## config.mk

```make
export PLATFORM = sky130hd
export DESIGN_NAME = inv_lift53_row
export DESIGN_NICKNAME = d
export VERILOG_FILES = /design/src/rtl/irow_pkg.sv /design/src/rtl/lift_pe.sv /design/src/rtl/irow_ctrl.sv /design/src/rtl/irow_datapath.sv /design/src/rtl/inv_lift53_row.sv
export SDC_FILE = /design/constraint.sdc
export NUM_CORES = 1
export LEC_CHECK = 0
export BUFFER_PORTS_ARGS = -buffer_cell sky130_fd_sc_hd__buf_2
export CAP_MARGIN = 20
export CORE_UTILIZATION = 30
export DETAILED_ROUTE_END_ITERATION = 12
export HOLD_SLACK_MARGIN = 0.1
export SLEW_MARGIN = 20
export SYNTH_ARGS = -nofsm -noshare
export SYNTH_HDL_FRONTEND = slang
export SYNTH_SLANG_ARGS = --single-unit
```

## constraint.sdc

```tcl
create_clock -name clk -period 11.2 [get_ports clk]
set_input_delay 0.56 -clock clk [delete_from_list [all_inputs] [get_ports clk]]
set_output_delay 0.56 -clock clk [all_outputs]
set_load 0.005 [all_outputs]
```

## src/rtl/irow_pkg.sv

```systemverilog
package irow_pkg;

  typedef enum logic [1:0] {
    TAIL_IDLE = 2'd0,
    TAIL_ODD  = 2'd1,
    TAIL_EVEN = 2'd2,
    TAIL_LAST = 2'd3
  } tail_e;

  typedef struct packed {
    logic loadL;      // capture a low-pass coefficient
    logic betaStep;   // PE runs the update-removal step
    logic edgeLeft;   // use H(0) in place of H(-1)
    logic alphaStep;  // PE runs the predict-removal step, result is emitted
    logic edgeRight;  // use x(2M-2) in place of x(2M)
    logic emitEven;   // emit the held even sample
  } strobe_t;

endpackage

```

## src/rtl/lift_pe.sv

```systemverilog
module lift_pe #(
  parameter int W = 14
) (
  input  logic                betaMode,
  input  logic signed [W-1:0] base,
  input  logic signed [W-1:0] opA,
  input  logic signed [W-1:0] opB,
  output logic signed [W-1:0] res
);
  logic signed [W:0] sum;

  always_comb begin
    sum = $signed({opA[W-1], opA}) + $signed({opB[W-1], opB})
        + $signed({{(W-1){1'b0}}, betaMode, 1'b0});
    if (betaMode) res = base - W'(sum >>> 2);
    else          res = base + W'(sum >>> 1);
  end
endmodule

```

## src/rtl/irow_ctrl.sv

```systemverilog
module irow_ctrl
  import irow_pkg::*;
(
  input  logic    clk,
  input  logic    rstN,
  input  logic    inValid,
  input  logic    rowFirst,
  input  logic    rowLast,
  output strobe_t stb,
  output logic    tailBusy
);
  logic       phase;
  logic [1:0] hCnt;
  logic [1:0] hcEff;
  tail_e      tail;
  logic       isH, beatL, beatH;

  always_comb begin
    isH   = rowFirst ? 1'b0 : phase;
    beatL = inValid && !isH;
    beatH = inValid && isH;
    hcEff = (inValid && rowFirst) ? 2'd0 : hCnt;
    stb           = '0;
    stb.loadL     = beatL;
    stb.betaStep  = beatH;
    stb.edgeLeft  = beatH && (hcEff == 2'd0);
    stb.alphaStep = (beatL && hcEff == 2'd2)
                 || (tail == TAIL_ODD && hCnt == 2'd2)
                 || (tail == TAIL_LAST);
    stb.edgeRight = (tail == TAIL_LAST);
    stb.emitEven  = (beatH && hcEff != 2'd0) || (tail == TAIL_EVEN);
    tailBusy      = (tail != TAIL_IDLE);
  end

  always_ff @(posedge clk) begin
    if (!rstN) begin
      phase <= 1'b0;
      hCnt  <= 2'd0;
      tail  <= TAIL_IDLE;
    end else begin
      if (inValid) phase <= !isH;
      if (beatH)                hCnt <= (hcEff == 2'd2) ? 2'd2 : hcEff + 2'd1;
      else if (beatL && rowFirst) hCnt <= 2'd0;
      if (beatH && rowLast) tail <= TAIL_ODD;
      else begin
        case (tail)
          TAIL_ODD:  tail <= TAIL_EVEN;
          TAIL_EVEN: tail <= TAIL_LAST;
          default:   tail <= TAIL_IDLE;
        endcase
      end
    end
  end

  // the tail owns the PE and the pipeline registers
  a_r10_no_beat_in_tail: assert property (@(posedge clk) disable iff (!rstN)
    tailBusy |-> !inValid);
endmodule

```

## src/rtl/irow_datapath.sv

```systemverilog
module irow_datapath
  import irow_pkg::*;
#(
  parameter int SAMPLE_W = 10,
  parameter int COEF_W   = 12
) (
  input  logic                clk,
  input  logic                rstN,
  input  strobe_t             stb,
  input  logic [COEF_W-1:0]   inData,
  output logic                outValid,
  output logic [SAMPLE_W-1:0] outData
);
  localparam int AW = COEF_W + 2;

  logic signed [AW-1:0] inExt;
  logic signed [AW-1:0] lReg, hOld, hCur, evenOld, evenCur;
  logic signed [AW-1:0] peBase, peA, peB, peRes;

  assign inExt = AW'($signed(inData));

  always_comb begin
    if (stb.betaStep) begin
      peBase = lReg;
      peA    = stb.edgeLeft ? inExt : hCur;
      peB    = inExt;
    end else begin
      peBase = stb.edgeRight ? hCur : hOld;
      peA    = stb.edgeRight ? evenCur : evenOld;
      peB    = evenCur;
    end
  end

  lift_pe #(.W(AW)) u_pe (
    .betaMode (stb.betaStep),
    .base     (peBase),
    .opA      (peA),
    .opB      (peB),
    .res      (peRes)
  );

  always_ff @(posedge clk) begin
    if (!rstN) begin
      lReg     <= '0;
      hOld     <= '0;
      hCur     <= '0;
      evenOld  <= '0;
      evenCur  <= '0;
      outValid <= 1'b0;
      outData  <= '0;
    end else begin
      if (stb.loadL) lReg <= inExt;
      if (stb.betaStep) begin
        hOld    <= hCur;
        hCur    <= inExt;
        evenOld <= evenCur;
        evenCur <= peRes;
      end
      outValid <= stb.alphaStep || stb.emitEven;
      if (stb.alphaStep)     outData <= SAMPLE_W'(peRes);
      else if (stb.emitEven) outData <= SAMPLE_W'(evenCur);
    end
  end

  // one shared PE, never asked for both steps at once
  a_r2_pe_shared: assert property (@(posedge clk) disable iff (!rstN)
    !(stb.betaStep && stb.alphaStep));
  // an emitted odd sample fits the sample width for well-formed input
  a_r6_odd_in_range: assert property (@(posedge clk) disable iff (!rstN)
    stb.alphaStep |-> (peRes == AW'($signed(peRes[SAMPLE_W-1:0]))));
endmodule

```

## src/rtl/inv_lift53_row.sv

```systemverilog
module inv_lift53_row
  import irow_pkg::*;
#(
  parameter int SAMPLE_W = 10,
  parameter int COEF_W   = SAMPLE_W + 2
) (
  input  logic                clk,
  input  logic                rstN,
  input  logic                inValid,
  input  logic [COEF_W-1:0]   inData,
  input  logic                rowFirst,
  input  logic                rowLast,
  output logic                outValid,
  output logic [SAMPLE_W-1:0] outData
);
  strobe_t stb;
  logic    tailBusy;

  irow_ctrl u_ctrl (
    .clk      (clk),
    .rstN     (rstN),
    .inValid  (inValid),
    .rowFirst (rowFirst),
    .rowLast  (rowLast),
    .stb      (stb),
    .tailBusy (tailBusy)
  );

  irow_datapath #(.SAMPLE_W(SAMPLE_W), .COEF_W(COEF_W)) u_dp (
    .clk      (clk),
    .rstN     (rstN),
    .stb      (stb),
    .inData   (inData),
    .outValid (outValid),
    .outData  (outData)
  );

  // the tail yields two more samples and then goes quiet
  a_r7_tail_timing: assert property (@(posedge clk) disable iff (!rstN)
    (inValid && rowLast) |=> ##2 outValid ##1 outValid ##1 !outValid);
  // nothing comes out without a beat or a tail cycle
  a_r11_quiet: assert property (@(posedge clk) disable iff (!rstN)
    (!inValid && !tailBusy) |=> !outValid);
  // quiet straight out of reset
  a_r1_reset_quiet: assert property (@(posedge clk)
    !rstN |=> !outValid);
endmodule

```

Yosys cells after proc, flatten, opt, wreduce, memory -nomap -nowiden
Index checks and enable logic that the tools add are counted.
{"block": "op_classes", "add_sub_neg": 5, "multipliers": 0, "n_div": 0, "n_lt_le_gt_ge": 0, "eq_ne": 5, "n_shift": 0, "mux": 16, "bitwise_logic": 1, "reduce_logical": 19}
{"cell": "$mux 14", "n": 7}
{"cell": "$mux 10", "n": 2}
{"cell": "$add 14x14->15", "n": 1}
{"cell": "$add 15x3->15", "n": 1}
{"cell": "$add 14x14->14", "n": 1}
{"cell": "$sub 14x13->14", "n": 1}
{"cell": "$logic_and 1x1->1", "n": 9}
{"cell": "$eq 2x2->1 const B", "n": 4}
{"cell": "$mux 2", "n": 4}
{"cell": "$reduce_bool 2->1", "n": 3}
{"cell": "$logic_or 1x1->1", "n": 4}
{"cell": "$pmux 2 s2", "n": 1}
{"cell": "$add 2x1->2 const B", "n": 1}
{"cell": "$eq 2x1->1 const B", "n": 1}
{"cell": "$logic_not 2->1", "n": 1}
{"cell": "$mux 1", "n": 2}
{"cell": "$reduce_or 2->1", "n": 1}
{"cell": "$logic_not 1->1", "n": 1}
{"cell": "$not 1->1", "n": 1}
{"block": "totals", "ff_bits": 80, "latchBits": 0, "ramBits": 0, "rom_bits": 0, "inputBits": 17, "output_inout_bits": 11, "wordCells": 57, "n_memories": 0}

Logic depth before layout (Yosys ltp)
Gate-level depths: netlist of run 1.
{"block": "depth", "depth_word": 11, "depth_mapped": 26, "mapped_depth_nobuf": 25}

Modules after synthesis
A second synthesis of run 1 with hierarchy kept.
{"block": "unflattened", "cells_unflattened": 648, "hier_area_um2": 5886.9}
{"mod": "irow_datapath", "instances": 1, "cells_each": 379, "area_each_um2": 3788.6, "seq_area_each_um2": 1501.4}
{"mod": "lift_pe", "instances": 1, "cells_each": 226, "area_each_um2": 1754.2, "seq_area_each_um2": 0.0}
{"mod": "irow_ctrl", "instances": 1, "cells_each": 43, "area_each_um2": 344.1, "seq_area_each_um2": 100.1}

Least setup slack after synthesis of run 1
OpenSTA, ideal clock, no wires.
{"block": "synth_path", "path_kind": "input to register", "from": "input port rowFirst", "to": "register u_dp.evenCur[13]", "arrival_time_ns": 5.582, "required_time_ns": 11.075, "path_slack_ns": 5.493, "path_stages": 26, "path_buffers": 3, "path_cell_list": "nand2b_1 > or2_2 > clkbuf_1 > clkbuf_1 > clkbuf_1 > o21ai_0 > ha_1 > ha_1 > inv_1 > fa_1 > nand2b_1 > a21oi_1 > xnor2_1 > o2111ai_2 > nor2_1 > xor2_1 > nand2_1 > o21ai_0 > ha_1 > or2_2 > a21oi_1 > a211oi_1 > o31a_1 > or3_1 > a211oi_1 > nor3_2"}
{"block": "synth_between", "elab_chain_len": 10}
{"item": "from (decl)", "line_no": "inv_lift53_row.sv:11", "rtl": "input logic rowFirst,"}
{"item": "$logic_and 1x1->1", "line_no": "irow_ctrl.sv:22", "rtl": "hcEff = (inValid && rowFirst) ? 2'd0 : hCnt;"}
{"item": "$mux 2", "line_no": "irow_ctrl.sv:22"}
{"item": "$logic_not 2->1", "line_no": "irow_ctrl.sv:26", "rtl": "stb.edgeLeft = beatH && (hcEff == 2'd0);"}
{"item": "$logic_and 1x1->1", "line_no": "irow_ctrl.sv:26"}
{"item": "$mux 14", "line_no": "irow_datapath.sv:25", "rtl": "peA = stb.edgeLeft ? inExt : hCur;"}
{"item": "$mux 14", "line_no": "irow_datapath.sv:23", "rtl": "if (stb.betaStep) begin"}
{"item": "$add 14x14->15", "line_no": "lift_pe.sv:13", "rtl": "sum = $signed({opA[W-1], opA}) + $signed({opB[W-1], opB})"}
{"item": "$add 15x3->15", "line_no": "lift_pe.sv:14", "rtl": "+ $signed({{(W-1){1'b0}}, betaMode, 1'b0});"}
{"item": "$add 14x14->14 or $sub 14x13->14 (tied branches)", "line_no": "lift_pe.sv:16, lift_pe.sv:15"}
{"item": "$mux 14", "line_no": "lift_pe.sv:15", "rtl": "if (betaMode) res = base - W'(sum >>> 2);"}
{"item": "to (signal assigned)", "line_no": "irow_datapath.sv:57", "rtl": "evenCur <= peRes;"}
{"item": "to (decl)", "line_no": "irow_datapath.sv:17", "rtl": "logic signed [AW-1:0] lReg, hOld, hCur, evenOld, evenCur;"}
Parallel ways exist; a longest one is shown, timed or not.
A chain may end at the register's enable or synchronous reset.

Final worst setup path of run 1
Ends and elaborated chain as after synthesis.

==> results of run 1 <==
==> worst min path at each step <==
stage | start | cells past startpoint | end
after global placement | u_dp.evenOld[5] | 2 | u_dp.evenOld[5]
after global routing | rowLast | 2 | u_ctrl.tail[1]
after floorplan | u_dp.evenOld[10] | 2 | u_dp.evenOld[10]
after detailed placement | u_dp.evenOld[6] | 2 | u_dp.evenOld[6]
after CTS | rowLast | 2 | u_ctrl.tail[1]
final | rowLast | 2 | u_ctrl.tail[1]
==> sequential cells by signal, summed over array words and instances (netlist names) <==
name and cells:
u_dp.evenCur 14, u_dp.evenOld 14, u_dp.hCur 12, u_dp.hOld 12
u_dp.lReg 12, u_dp.outData 10, u_ctrl.hCnt 2, u_ctrl.tail 2
u_ctrl.phase 1, u_dp.outValid 1
==> stage by stage <==
step	std cells	power (mW)	area (sq um)	setup slack [ns]
2_1_floorplan	692	0.478	5570	5.49
3_3_place_gp	917	0.527	5920	4.71
3_5_place_dp	917	0.527	5920	4.62
4_1_cts	933	0.833	6230	4.97
5_1_grt	933	0.872	6230	4.39
6_report	933	0.824	6230	5.00
==> per-layer routing <==
metal  global-route usage [%]  share of wire (%)
met2                     22.7                 46
met3                     2.18                3.3
met1                     18.8                 50
met5                        0                  0
met4                     4.91                1.5
==> layout by cell type (no fill, tap or decap), drive strengths merged, types with 4 or more instances in the layout <==
cell,synthesis,final
nand2,150,150
dfxtp,80,80
a21boi,53,53
mux2i,48,48
ha,45,45
o21ai,38,38
buf,9,35
a21oi,30,30
nor2b,29,29
nor2,25,25
inv,17,17
a211oi,17,17
xnor2,16,16
xor2,13,13
nor3,11,11
clkbuf,30,11
nand3,10,10
o211a,10,10
nand2b,5,5
a21o,5,5
o21a,5,5
or3,5,5
or2,4,4
and2,4,4
o211ai,4,4
==> cells by family (layout without fill, tap and decap cells) <==
logic type | Yosys count | in the layout | share of synthesized area [%]
buffers and inverters | 56 | 68 | 3.82
flip-flops | 80 | 80 | 28.8
adder cells (fa/ha/maj) | 47 | 47 | 10.8
AND/OR/NAND/NOR | 253 | 253 | 20.8
multiplexers | 50 | 50 | 9.03
XOR/XNOR | 29 | 29 | 4.69
AO/OA/AOI/OAI | 177 | 177 | 22.0
==> area by class of cell <==
cell class / count / area (sq um) / area share, %
Timing Repair Buffer: 35 / 195 / 3.13
Tap cell: 229 / 287 / 4.60
Inverter: 17 / 63.8 / 1.02
Clock buffer: 11 / 253 / 4.06
Multi-Input combinational cell: 556 / 3770 / 60.6
Sequential cell: 80 / 1600 / 25.7
Clock inverter: 5 / 55.1 / 0.884
==> critical path: cells and delay by family <==
kind	cells	cell delay, ns
XOR/XNOR	2	0.40
adder cells (fa/ha/maj)	4	1.18
buffers and inverters	3	0.83
AND/OR/NAND/NOR	7	1.56
multiplexers	1	0.16
AO/OA/AOI/OAI	7	1.69
==> power breakdown <==
part	switching [mW]	internal, mW
Sequential	0.00591	0.293
Combinational	0.129	0.0929
Clock	0.119	0.184
==> run_results.csv, run 1 <==
group,metric,value,unit
cells_and_area,fillerInstances,1903,
setup_path,critPathCaptureType,"register",
synthesis,avgSynthCellArea,8.05,sq um
clocking,cts.clk_slew.worst_paths,0.06,ns
synthesis,syn-num-nets,756,
detailed_routing,first_pass_iters,9,
setup_path,cp.arrival,6.43,ns
clocking,htree_levels,3,
cells_and_area,diodes,0,
global_routing,grt_max_degree,81,
place,place_hpwl,9.14,mm
sta,skew,0.00522,ns
detailed_routing,antenna_left,0,
synthesis,ys_top_cells_by_area,"dfxtp_1 (29%), ha_1 (10%), nand2_1 (10%)",
synthesis,seq_area_frac_synth,28.8,%
power,p_per_area,132,mW/mm^2
global_routing,grt_overflow,0,
min_path,hold_class,"in -> reg",
synthesis,synth_cell_type_count,55,
clocking,post_cts_buffers,0,
synthesis,ys_ff_latch,80,
floorplan,die_h,138,microns
sta,max_freq,161,MHz
floorplan,io_pins,28,
synthesis,yosysTopAreaCellShare,28.8,%
synthesis,synth_most_common_cell,"nand2_1",
clocking,tritoncts,"done",
clocking,clockBufferDepth,2,
clocking,cts_hold_buf,0,
detailed_routing,route.detailed.drc,5,
synthesis,synth_edf_count,0,
setup_path,r2r_end,"u_dp.evenCur[13]",
setup_path,rrSetupSlack,5.08,ns
sta,worst_slew_pin_slew,0.951,ns
floorplan,die_x,138,microns
cells_and_area,fin_nets,763,
setup_path,crit_type,"in -> reg",
flow_run,cap_violations,0,
power,p_leak,2.75,nW
synthesis,ys.flop_type,"dfxtp_1",
detailed_routing,drt-initial-drc-count,159,
place,gp_congestion,0.871,
global_routing,grt_pass1_vias,4280,
clocking,root_buffer,"clkbuf_16",
place,port_buffers,27,
detailed_routing,wirelength,13.0,mm
cells_and_area,drive_gt1_share,9.94,%
synthesis,syn_area,0.00557,sq mm
setup_path,crit_chain,"buf_2, nand2b_1, nor2_4, buf_4, a21oi_1, ha_1, ha_1, inv_1, fa_1, nand2b_1, a21oi_1, xnor2_1, o2111ai_2, a2111oi_2, nand3b_1, xor2_1, mux2i_1, ha_1, nand3_1, a211oi_1, o31a_1, or3_1, a211oi_1, nor3_2",
synthesis,yosys_warnings,0,
cells_and_area,syn2layout_area_growth,11.8,%
sta,rsz0062_at_grt,"false",
sta,slew_viol_final,0,
sta,hold_viol,0,
setup_path,r2r-start,"u_ctrl.phase",
global_routing,grt_use_total,14.0,%
sta,setup_violations,0,
floorplan,rows,49,
sta,fin_crit,6.20,ns
detailed_routing,vias,4619,
setup_path,crit_end,"u_dp.evenCur[13]",
clocking,numClockSinks,80,
sta,setup_tns,0,ns
clocking,cts_resized,0,
clocking,clk_latency,0.34,ns
setup_path,reg2reg_depth,23,
setup_path,start_kind,"primary input",
global_routing,grt_pass1_wl,21.6,mm
setup_path,slowest_stage,"buf_4",
detailed_routing,via_per_inst,4.95,
setup_path,critPathMaxStageDelay,0.67,ns
synthesis,synth_area_leader_cell,"dfxtp_1",
setup_path,cp_data_required_time,11.43,ns
detailed_routing,routedWlPerCell,14.0,microns
synthesis,ys_async_sr_fraction,0,%
setup_path,worstSetupStartpoint,"rowFirst",
sta,hold_ws,0.408,ns
synthesis,synth.top_cells.by_count,"nand2_1 (150), dfxtp_1 (80), a21boi_0 (53)",
run_status,status,"finished, violations left",
sta,maxSlewHeadroom,36.4,%
sta,finalCritPeriodShare,55.4,%
floorplan,core_region_area,0.0181,sq mm
setup_path,path_max_fanout,78,
synthesis,syn_inst,692,
run_status,failed_checks,"DRC",
global_routing,antenna_found_initial,0,
power,ir_drop,0.0000777,V
cells_and_area,utilization,34.4,%
floorplan,dieArea,0.0191,sq mm
floorplan,initial_core_util,30.8,%
clocking,numCtsBuffers,9,
setup_path,cpMostUsedCell,"ha_1",
No activity file was read; power rests on OpenSTA's default activity.
==> inputs of run 2 (changes only) <==
clock period = 6.3 ns   (was 11.2 ns; I/O delays follow)
==> run_results.csv, run 2 (same netlist as run 1, synthesis figures left out) <==
group,metric,value,unit
setup_path,r2r_end,"u_dp.evenCur[13]",
sta,finalCritPeriodShare,88.7,%
detailed_routing,wirelength,13.4,mm
global_routing,grt_max_degree,81,
min_path,hold_class,"in -> reg",
power,swShare,30.0,%
clocking,post_cts_buffers,0,
detailed_routing,routedWlPerCell,14.4,microns
cells_and_area,syn2layout_area_growth,12.8,%
sta,hold_viol,0,
run_status,failed_checks,"DRC",
sta,rsz0062_at_grt,"false",
global_routing,grt_pass1_wl,22.5,mm
floorplan,dieArea,0.0191,sq mm
power,p_comb_share,27.0,%
sta,fin_crit,5.59,ns
setup_path,start_kind,"register",
global_routing,grt_pass1_vias,4390,
place,place_hpwl,9.51,mm
floorplan,io_pins,28,
place,gp_congestion,0.832,
clocking,clk_latency,0.34,ns
floorplan,die_x,138,microns
place,postPlaceCellArea,0.00597,sq mm
detailed_routing,first_pass_iters,9,
floorplan,die_h,138,microns
cells_and_area,drive_gt1_share,9.80,%
sta,setup_tns,0,ns
cells_and_area,diodes,0,
setup_path,crit_end,"u_dp.evenCur[13]",
clocking,htree_levels,3,
power,power.switching,0.446,mW
clocking,numClockSinks,80,
detailed_routing,antenna_left,0,
cells_and_area,reg_top3,"u_dp.evenCur: 14 flops, u_dp.evenOld: 14 flops",
sta,finalWorstSetupSlack,0.709,ns
cells_and_area,final_area,0.00628,sq mm
setup_path,path_max_fanout,21,
setup_path,cp.arrival,5.81,ns
sta,skew,0.00606,ns
setup_path,critPathCaptureType,"register",
detailed_routing,route.detailed.drc,5,
clocking,numCtsBuffers,9,
setup_path,reg2reg_depth,24,
place,placed_cells,919,
cells_and_area,utilization,34.7,%
cells_and_area,fin_nets,765,
setup_path,cp_data_required_time,6.52,ns
clocking,cts.clk_slew.worst_paths,0.06,ns
clocking,clockBufferDepth,2,
clocking,cts_resized,0,
floorplan,core_region_area,0.0181,sq mm
power,power_frac_seq,35.7,%
cells_and_area,final_common_cell,"nand2_1",
setup_path,rrSetupSlack,0.71,ns
setup_path,worstSetupStartpoint,"u_ctrl.tail[1]",
cells_and_area,final_cells,933,
power,clkPwrFrac,37.3,%
power,p_per_area,237,mW/mm^2
power,p_int,1.04,mW
floorplan,rows,49,
global_routing,grt_use_total,14.6,%
setup_path,r2r-start,"u_ctrl.tail[1]",
place,port_buffers,27,
sta,max_freq,179,MHz
floorplan,initial_core_util,30.8,%
sta,maxSlewHeadroom,33.7,%
detailed_routing,drt-initial-drc-count,235,
sta,slew_viol_final,0,
detailed_routing,vias,4657,
setup_path,crit_type,"reg -> reg",
clocking,root_buffer,"clkbuf_16",
run_status,status,"finished, violations left",
cells_and_area,final_cell_mix,"nand2_1 (150), dfxtp_1 (80), a21boi_0 (53)",
power,p_leak,2.77,nW
sta,setup_violations,0,
global_routing,antenna_found_initial,0,
clocking,tritoncts,"done",
global_routing,grt_overflow,0,
flow_run,cap_violations,0,
detailed_routing,via_per_inst,4.99,
place,dp_slack,0.633,ns
sta,worst_slew_pin_slew,0.993,ns
clocking,cts_hold_buf,0,
power,ir_drop,0.000130,V
[run 2: changes by cell type in the layout (fill, tap and decap cells not counted), sizes merged]
cell	previous run	this run
bufinv	1	2
buf	35	37
clkinvlp	2	1
clkinv	2	0
[run 2: how the worst min path moves through the flow]
| stage | startpoint | to | slack [ns] | cells after the start |
|---|---|---|---|---|
| after global routing | rowLast | u_ctrl.tail[1] | 0.18 | 2 |
| after floorplan | rowLast | u_ctrl.tail[1] | 0.40 | 1 |
| after global placement | u_dp.evenOld[4] | u_dp.evenOld[4] | 0.45 | 2 |
| after CTS | rowLast | u_ctrl.tail[1] | 0.16 | 2 |
| after detailed placement | u_dp.evenOld[3] | u_dp.evenOld[3] | 0.45 | 2 |
| final | rowLast | u_ctrl.tail[1] | 0.16 | 2 |
[run 2: metal layers]
metal	vias to the layer above	GRT usage, %	part of all wire [%]
met5	-	0	0
met4	0	4.85	1.4
met3	12	2.42	3.4
met2	55	23.4	45
met1	2152	19.9	50
li1	2438	-	-
[run 2: stage by stage]
| stage | hold slack, ns | total power, mW |
|---|---|---|
| floorplan | 0.403 | 0.850 |
| global placement | 0.447 | 0.942 |
| detailed placement | 0.454 | 0.943 |
| CTS | 0.157 | 1.50 |
| global route | 0.175 | 1.57 |
| finish | 0.164 | 1.49 |
[run 2: power by group through the flow]
stage               Sequential (mW)  Combinational [mW]  Clock [mW]
detailed placement            0.543               0.400           0
global route                  0.534               0.451       0.588
CTS                           0.532               0.404       0.569
floorplan                     0.540               0.310           0
finish                        0.532               0.402       0.555
global placement              0.543               0.399           0
[run 2: critical path, cell delays in order, from the launching register on]
cell and delay [ns]:
dfxtp_1 0.36, ha_2 0.53, nor2b_1 0.09, a211oi_1 0.21
a21oi_1 0.08, ha_1 0.31, ha_1 0.18, inv_1 0.06
fa_1 0.39, nand2b_1 0.20, a21oi_1 0.24, xnor2_1 0.24
o2111ai_2 0.23, nor2_1 0.18, xor2_1 0.15, nand2_1 0.07
o21ai_0 0.08, ha_1 0.29, or2_2 0.29, a21oi_1 0.19
a211oi_1 0.09, o31a_1 0.33, or3_1 0.32, a211oi_1 0.28
nor3_2 0.07
[run 2: final cells by class]
class	count	area [sq um]
inverters	17	63.8
fillers	1871	11800
repair buffers	37	248
multi-input cells	556	3770
clock buffers	11	243
flip-flops and latches	80	1600
clock inverters	3	67.6
well taps	229	287
